===== config.mk =====
export PLATFORM = sky130hd
export DESIGN_NAME = rstseq_top
export DESIGN_NICKNAME = d
export VERILOG_FILES = /design/src/rtl/rstseq_pkg.sv /design/src/rtl/rstseq_datapath.sv /design/src/rtl/rstseq_ctrl.sv /design/src/rtl/rstseq_top.sv
export SDC_FILE = /design/constraint.sdc
export NUM_CORES = 1
export LEC_CHECK = 0
export BUFFER_PORTS_ARGS = -buffer_cell sky130_fd_sc_hd__buf_2
export CORE_MARGIN = 10
export CORE_UTILIZATION = 39
export CTS_CLUSTER_DIAMETER = 200
export DETAILED_ROUTE_END_ITERATION = 12
export GPL_ROUTABILITY_DRIVEN = 0
export GPL_TIMING_DRIVEN = 0
export PLACE_DENSITY = 0.74
export SLEW_MARGIN = 10
export SYNTH_ARGS = -nofsm -noshare
export SYNTH_HDL_FRONTEND = slang
export SYNTH_SLANG_ARGS = --single-unit

===== constraint.sdc =====
create_clock -name clk -period 2.7 [get_ports clk]
set_input_delay 0.675 -clock clk [delete_from_list [all_inputs] [get_ports clk]]
set_output_delay 0.675 -clock clk [all_outputs]
set_load 0.01 [all_outputs]

===== src/rtl/rstseq_pkg.sv =====
package rstseq_pkg;

  typedef enum logic [2:0] {
    W_NONE,
    W_IO_ARM_HARD,
    W_IO_ARM_SOFT,
    W_IO_GO_HARD,
    W_IO_GO_SOFT,
    W_MEM_ARM,
    W_MEM_GO,
    W_OTHER
  } wr_class_e;

  typedef struct packed {
    logic loadHard;
    logic loadSoft;
  } pulse_strobe_t;

endpackage


===== src/rtl/rstseq_datapath.sv =====
module rstseq_datapath
  import rstseq_pkg::*;
#(
  parameter int ADDR_W = 32,
  parameter int DATA_W = 8,
  parameter logic [ADDR_W-1:0] IO_PORT_ADDR = 'h0CF9,
  parameter logic [ADDR_W-1:0] ALIAS_ARM_ADDR = 'hFFFF_FFF0,
  parameter logic [ADDR_W-1:0] ALIAS_GO_ADDR = 'hFFFF_FFF4,
  parameter int HARD_CYCLES = 16,
  parameter int INIT_CYCLES = 4
) (
  input  logic              clk,
  input  logic              rstN,
  input  logic              wrValid,
  input  logic              wrIsIo,
  input  logic [ADDR_W-1:0] wrAddr,
  input  logic [DATA_W-1:0] wrData,
  input  pulse_strobe_t     strobe,
  output wr_class_e         wrClass,
  output logic              pulseLast,
  output logic              hardOn,
  output logic              initOn
);

  localparam int MODE_BIT = 1;
  localparam int GO_BIT = 2;
  localparam int MAX_CYC = (HARD_CYCLES > INIT_CYCLES) ? HARD_CYCLES : INIT_CYCLES;
  localparam int CNT_W = $clog2(MAX_CYC + 1);
  localparam logic [DATA_W-1:0] ARM_HARD_VAL = DATA_W'(1) << MODE_BIT;
  localparam logic [DATA_W-1:0] ARM_SOFT_VAL = '0;
  localparam logic [DATA_W-1:0] GO_HARD_VAL = ARM_HARD_VAL | (DATA_W'(1) << GO_BIT);
  localparam logic [DATA_W-1:0] GO_SOFT_VAL = ARM_SOFT_VAL | (DATA_W'(1) << GO_BIT);
  localparam logic [CNT_W-1:0] HARD_LOAD = CNT_W'(HARD_CYCLES - 1);
  localparam logic [CNT_W-1:0] INIT_LOAD = CNT_W'(INIT_CYCLES - 1);

  logic ioHit, memArmHit, memGoHit;
  logic [CNT_W-1:0] remain;

  assign ioHit     = wrIsIo && (wrAddr == IO_PORT_ADDR);
  assign memArmHit = !wrIsIo && (wrAddr == ALIAS_ARM_ADDR);
  assign memGoHit  = !wrIsIo && (wrAddr == ALIAS_GO_ADDR);

  always_comb begin
    wrClass = W_OTHER;
    if (!wrValid)                               wrClass = W_NONE;
    else if (ioHit && wrData == ARM_HARD_VAL)   wrClass = W_IO_ARM_HARD;
    else if (ioHit && wrData == ARM_SOFT_VAL)   wrClass = W_IO_ARM_SOFT;
    else if (ioHit && wrData == GO_HARD_VAL)    wrClass = W_IO_GO_HARD;
    else if (ioHit && wrData == GO_SOFT_VAL)    wrClass = W_IO_GO_SOFT;
    else if (memArmHit && wrData == ARM_HARD_VAL) wrClass = W_MEM_ARM;
    else if (memGoHit && wrData == GO_HARD_VAL)   wrClass = W_MEM_GO;
  end

  assign pulseLast = (hardOn || initOn) && (remain == '0);

  always_ff @(posedge clk) begin
    if (!rstN) begin
      remain <= '0;
      hardOn <= 1'b0;
      initOn <= 1'b0;
    end else if (strobe.loadHard) begin
      remain <= HARD_LOAD;
      hardOn <= 1'b1;
      initOn <= 1'b0;
    end else if (strobe.loadSoft) begin
      remain <= INIT_LOAD;
      hardOn <= 1'b0;
      initOn <= 1'b1;
    end else if (pulseLast) begin
      hardOn <= 1'b0;
      initOn <= 1'b0;
    end else if (hardOn || initOn) begin
      remain <= remain - 1'b1;
    end
  end

endmodule


===== src/rtl/rstseq_ctrl.sv =====
module rstseq_ctrl
  import rstseq_pkg::*;
(
  input  logic          clk,
  input  logic          rstN,
  input  wr_class_e     wrClass,
  input  logic          pulseLast,
  output pulse_strobe_t strobe
);

  typedef enum logic [2:0] {
    S_IDLE,
    S_ARM_IO_HARD,
    S_ARM_IO_SOFT,
    S_ARM_MEM,
    S_BUSY
  } state_e;

  state_e state, stateNext;

  always_comb begin
    stateNext = state;
    strobe = '0;
    if (state == S_BUSY) begin
      if (pulseLast) stateNext = S_IDLE;
    end else begin
      case (wrClass)
        W_NONE:        stateNext = state;
        W_IO_ARM_HARD: stateNext = S_ARM_IO_HARD;
        W_IO_ARM_SOFT: stateNext = S_ARM_IO_SOFT;
        W_MEM_ARM:     stateNext = S_ARM_MEM;
        W_IO_GO_HARD: begin
          stateNext = (state == S_ARM_IO_HARD) ? S_BUSY : S_IDLE;
          strobe.loadHard = (state == S_ARM_IO_HARD);
        end
        W_IO_GO_SOFT: begin
          stateNext = (state == S_ARM_IO_SOFT) ? S_BUSY : S_IDLE;
          strobe.loadSoft = (state == S_ARM_IO_SOFT);
        end
        W_MEM_GO: begin
          stateNext = (state == S_ARM_MEM) ? S_BUSY : S_IDLE;
          strobe.loadHard = (state == S_ARM_MEM);
        end
        default:       stateNext = S_IDLE;
      endcase
    end
  end

  always_ff @(posedge clk) begin
    if (!rstN) state <= S_IDLE;
    else       state <= stateNext;
  end

endmodule


===== src/rtl/rstseq_top.sv =====
module rstseq_top
  import rstseq_pkg::*;
#(
  parameter int HARD_CYCLES = 16,
  parameter int INIT_CYCLES = 4
) (
  input  logic        clk,
  input  logic        rstN,
  input  logic        wrValid,
  input  logic        wrIsIo,
  input  logic [31:0] wrAddr,
  input  logic [7:0]  wrData,
  output logic        cpuReset,
  output logic        pciResetN,
  output logic        isaResetDrv,
  output logic        cpuInit
);

  pulse_strobe_t strobe;
  wr_class_e     wrClass;
  logic          pulseLast;
  logic          hardOn;
  logic          initOn;

  rstseq_ctrl u_ctrl (
    .clk       (clk),
    .rstN      (rstN),
    .wrClass   (wrClass),
    .pulseLast (pulseLast),
    .strobe    (strobe)
  );

  rstseq_datapath #(
    .ADDR_W      (32),
    .DATA_W      (8),
    .HARD_CYCLES (HARD_CYCLES),
    .INIT_CYCLES (INIT_CYCLES)
  ) u_dp (
    .clk       (clk),
    .rstN      (rstN),
    .wrValid   (wrValid),
    .wrIsIo    (wrIsIo),
    .wrAddr    (wrAddr),
    .wrData    (wrData),
    .strobe    (strobe),
    .wrClass   (wrClass),
    .pulseLast (pulseLast),
    .hardOn    (hardOn),
    .initOn    (initOn)
  );

  assign cpuReset    = hardOn;
  assign pciResetN   = !hardOn;
  assign isaResetDrv = hardOn;
  assign cpuInit     = initOn;

endmodule


==> Yosys cells after proc, flatten, opt, wreduce, memory -nomap -nowiden <==
Cells that the tools add are included.
{ "word_totals": {"ff_bits": 10, "input_bits": 44, "output_inout_bits": 4, "wordCells": 75} }
{ "op_classes": {"n_addsub": 1, "eq_ne": 19, "mux": 24, "bitwise_logic": 2, "reduce_logical": 24} }
{ "op_table": {"columns": ["cell", "n"], "rows": [
  ["32-bit equality test (second input constant)", 2],
  ["3-bit two-way mux", 11],
  ["32-bit by 12-bit equality test with 1-bit output (second input constant)", 1],
  ["3-bit one-hot mux with 7 select lines", 1],
  ["8-bit by 3-bit equality test with 1-bit output (second input constant)", 2],
  ["4-bit two-way mux", 4],
  ["3-bit by 2-bit equality test with 1-bit output (second input constant)", 4],
  ["3-bit equality test (second input constant)", 4],
  ["1-bit logical AND", 10],
  ["8-bit by 2-bit equality test with 1-bit output (second input constant)", 1],
  ["8-bit logical NOT", 1],
  ["3-bit by 1-bit equality test with 1-bit output (second input constant)", 2],
  ["1-bit two-way mux", 6],
  ["2-bit AND reduction", 3],
  ["3-bit nonzero test", 2],
  ["5-bit logical NOT", 1],
  ["5-bit by 1-bit subtractor with 5-bit output (second input constant)", 1],
  ["3-bit logical NOT", 1],
  ["3-bit inequality test (second input constant)", 1],
  ["3-bit OR reduction", 1],
  ["1-bit logical NOT", 2],
  ["2-bit two-way mux", 1],
  ["2-bit by 1-bit inequality test with 1-bit output (second input constant)", 1],
  ["2-bit inequality test (second input constant)", 1],
  ["other kinds (5)", 6]
]} }

==> Longest topological paths before layout <==
{ "depth": {"ltp_word": 15, "mapped_depth": 8, "mapped_depth_nobuf": 8} }

==> By module <==
Synthesis repeated with hierarchy kept, for this count alone.
{ "hier_totals": {"hier_cells": 101, "hier_area_um2": 823.3} }
{ "modules_own_cells": {"columns": ["module", "n_inst", "cells_each", "area_per_inst_um2", "seq_area_each_um2"], "rows": [
  ["rstseq_datapath", 1, 75, 611.8, 140.1],
  ["rstseq_ctrl", 1, 24, 200.2, 60.1],
  ["rstseq_top", 1, 2, 11.3, 0.0]
]} }

==> Worst setup path before layout <==
No wires, ideal clock.
{ "synth_path": {"path_kind": "input -> register", "from": "input wrData[5]", "to": "register u_ctrl.state[2]", "setup_ps": 59, "arrival_time_ps": 2626, "t_required_ps": 2641, "setup_slack_ps": 14, "path_stages": 6, "n_path_buf": 0, "path_cell_list": "or4_4 nor4_4 nand4_2 a211o_1 a221oi_4 o31a_1"} }
{ "synth_via": {"elab_chain_cells": 12, "elab_cells_between_ends": 28, "cone_classes": "eq/ne (10); mux (9); reduce/logical (9)"} }
{ "synth_rtl": {"columns": ["item", "line_no", "text"], "rows": [
  ["from (decl)", "rstseq_top.sv:12", "input logic [7:0] wrData,"],
  ["8-bit by 3-bit equality test with 1-bit output", "rstseq_datapath.sv:48, rstseq_datapath.sv:51", null],
  ["1-bit logical AND", "rstseq_datapath.sv:51", "else if (memGoHit && wrData == GO_HARD_VAL) wrClass = W_MEM_GO;"],
  ["1-bit two-way mux", "rstseq_datapath.sv:51", null],
  ["3-bit two-way mux", "rstseq_datapath.sv:50", "else if (memArmHit && wrData == ARM_HARD_VAL) wrClass = W_MEM_ARM;"],
  ["3-bit two-way mux", "rstseq_datapath.sv:49", "else if (ioHit && wrData == GO_SOFT_VAL) wrClass = W_IO_GO_SOFT;"],
  ["3-bit two-way mux", "rstseq_datapath.sv:48", "else if (ioHit && wrData == GO_HARD_VAL) wrClass = W_IO_GO_HARD;"],
  ["3-bit two-way mux", "rstseq_datapath.sv:47", "else if (ioHit && wrData == ARM_SOFT_VAL) wrClass = W_IO_ARM_SOFT;"],
  ["3-bit two-way mux *", "rstseq_datapath.sv:46", "else if (ioHit && wrData == ARM_HARD_VAL) wrClass = W_IO_ARM_HARD;"],
  ["3-bit two-way mux *", "rstseq_datapath.sv:45", "if (!wrValid) wrClass = W_NONE;"],
  ["3-bit equality test (tied with other cells)", "rstseq_ctrl.sv:27", "case (wrClass)"],
  ["3-bit one-hot mux with 7 select lines / 2-bit by 1-bit inequality test with 1-bit output (equally long branches)", null, null],
  ["3-bit two-way mux / 2-bit AND reduction (equally long branches)", null, null],
  ["to (signal assigned)", "rstseq_ctrl.sv:51", "else state <= stateNext;"],
  ["to (decl)", "rstseq_ctrl.sv:19", "state_e state, stateNext;"]
]} }
Every way passes the cells marked *; elsewhere a longest branch is shown, timed or not.
A chain may end at the register's enable or synchronous reset.

==> Final worst setup path <==
Ends and elaborated chain as after synthesis.

==> impl_results.md <==
* Largest net degree at the start of global routing at 11
* # DRC at 0
* Height of the die at around 67 um
* Clock transition at path regs at about 0.07 ns
* Power Dens Cells at between 200 and 300 nW/um2
* Drt pass-1 iters at 4
* Cts bufs inserted at 3
* Initial DRC Count at 48
* Register-to-Register Setup Slack at about 0.64 ns
* Final core utilization at 54.27%
* Avg Cell Area, Syn at 8.215 um2
* Max_cap viols at 0
* Synth Net Count at around 150
* Floorplan die width at 67.26 um
* Max-slew violation count at 0
* Crit path DAT at between 2 and 3 ns
* DP Area at 1141 um2
* Sequential share of the synthesized area at between 20 and 25%
* Gr ovfl total at 0
* HP Class: reg -> reg
* Crit. Startpoint: wrData[5]
* Worst slew pin tran at roughly 0.67 ns
* Crit path required time at 2.91 ns
* Core Area at roughly 2200 um2
* EDFF count, synth at 0
* Largest fanout on the critical path at 8
* Area grow syn2layout at 35.20%
* Ports at 48
* Root Buffer: clkbuf_4
* Top-count cell post-synth: dfxtp_1
* Fmax at ~0.40 GHz
* Final min period at about 2.5 ns
* Placed Cells at 181
* Nets@finish at slightly above 200
* Crit path kind: in -> reg
* Row count at 17
* Num Clock Sinks at 10
* Post-DR vias/cell at about 5.8
* Worst-skew pair later-pin latency at roughly 0.27 ns
* Detailed-route wire length at roughly 2500 um
* GRT Resource Usage Total at 11.95%
* Status: finished, final reports clean
* # setup viols final at 0
* Maximum vdd ir drop at roughly 0.22 mV
* Leak at slightly below 0.0005 uW
* Crit start category: primary input
* Synth top area share at between 20% and 30%
* Final hold viol count at 0
* Fin Setup TNS at 0 ns
* Post-Syn Instances at about 110
* Critical Path Sink Type: register
* Final setup margin at 0.1997 ns
* Leading area contributor after synthesis: dfxtp_1
* Area of the mapped netlist at just under 900 um2
* Dominant synthesized flop cell: dfxtp_1
* Reg-to-reg critical path startpoint: u_dp.remain[0]
* Min-delay src: u_dp.remain[4]
* Slew HR at 54.76%
* First-pass GRT wire length at about 4300 um
* Ratio of cells with drive above 1 in the final layout at about two fifths
* Post-DR wirelength/cell at approximately 14 um
* Synth Register Bits at 10
* Ant. Diodes at 0
* Antenna violations before repair at 0
* Worst slack, placed at -0.2994 ns
* Vias in the first global route at between 1000 and 1500
* Routed Antenna Nets at 0
* Die footprint at about 4500 um2
* Fin area at between 1000 and 1500 um2
* Initial Util at 40.14%
* Port bufs at between 40 and 50
* HPWL Detailed at roughly 2200 um
* Final period util at ~90%
* RSZ-0062 raised after global routing: no
* CTS tree: done
* FFs w/ async S/R, synth at 0%
* Number of H-tree levels at 1
* Distinct cell type count after synthesis at between 40 and 50
* Finished Layout Cells at around 190
* Skew final at a little over 0.009 ns
* Top cells by area, synth: dfxtp_1 (23%), nand4_1 (4.3%), nor4_1 (4.3%), o21ai_0 (3.4%), a221oi_4 (3.0%)
* Vias at ~1100
* Synth warn at 0
* CTS max path bufs at 2
-- metrics by stage --
stage	hold slack (ns)	power (uW)
after floorplan	0.4340	173.0
after global placement	0.4505	211.0
after detailed placement	0.4711	213.8
after CTS	0.4805	320.4
after global routing	0.5151	335.9
final	0.4755	316.2
-- sequential cells by signal, indices dropped and copies added, names as in the netlist --
register,cells
u_dp.hardOn,1
u_ctrl.state,3
u_dp.initOn,1
u_dp.remain,5
-- path summary, 6_finish.rpt --
check | to | cells past startpoint
setup / recovery | u_ctrl.state[2] | 7
hold / removal | u_dp.remain[4] | 2
setup reg to reg | u_ctrl.state[2] | 6
hold reg to reg | u_dp.remain[4] | 2
-- layout by cell type, fill, tap and decap left out, drive strengths merged, types with 5 or more instances in the layout --
cell / instances
dfxtp: 10
nand4: 7
nor2: 6
o21ai: 6
buf: 50
inv: 6
nor4: 7
and4: 5
-- routing by layer --
| layer | wire (um) | up-vias | track usage (%) |
|---|---|---|---|
| met4 | 16 | 0 | 3.846 |
| met3 | 120 | 3 | 3.140 |
| met2 | 1388 | 33 | 23.22 |
| met5 | 0 | - | 0 |
| met1 | 1008 | 504 | 11.97 |
| li1 | - | 532 | - |
-- power by group --
group | switching (uW) | internal, uW
sequential | 1.83 | 149
clock | 54.0 | 51.6
combinational | 27.4 | 32.5
total | 83.2 | 233
-- cell families after synthesis --
kind of cell / Yosys count / share of synthesized area, %
AO/OA/AOI/OAI: 29 / 25.43
XOR/XNOR: 2 / 2.012
adder cells (fa/ha/maj): 1 / 1.437
buffers and inverters: 9 / 5.172
flip-flops: 10 / 22.99
AND/OR/NAND/NOR: 55 / 42.96
-- critical path, stage by stage --
cell      delay, ns
buf_2          0.10
or4_4          0.54
nor4_4         0.34
nand4_2        0.13
a211o_1        0.32
a221oi_4       0.42
o31a_1         0.20
-- cell type report --
class / count / area, um2
plain buffers: 3 / 22.52
clock buffers: 3 / 22.52
fillers: 233 / 992.2
inverters: 6 / 22.52
multi-input cells: 87 / 631.9
flip-flops and latches: 10 / 200.2
well taps: 28 / 35.03
repair buffers: 48 / 242.7
-- what timing repair did --
action                                  4_1_cts  5_1_grt
endpoints found under the setup margin        2        4
gates resized for setup                       0        1
hold buffers                                  0        0
cloned                                        0        0
setup buffers                                 1        0
pin swaps                                     1        0
Note: power is estimated with default switching activity, not from simulation.
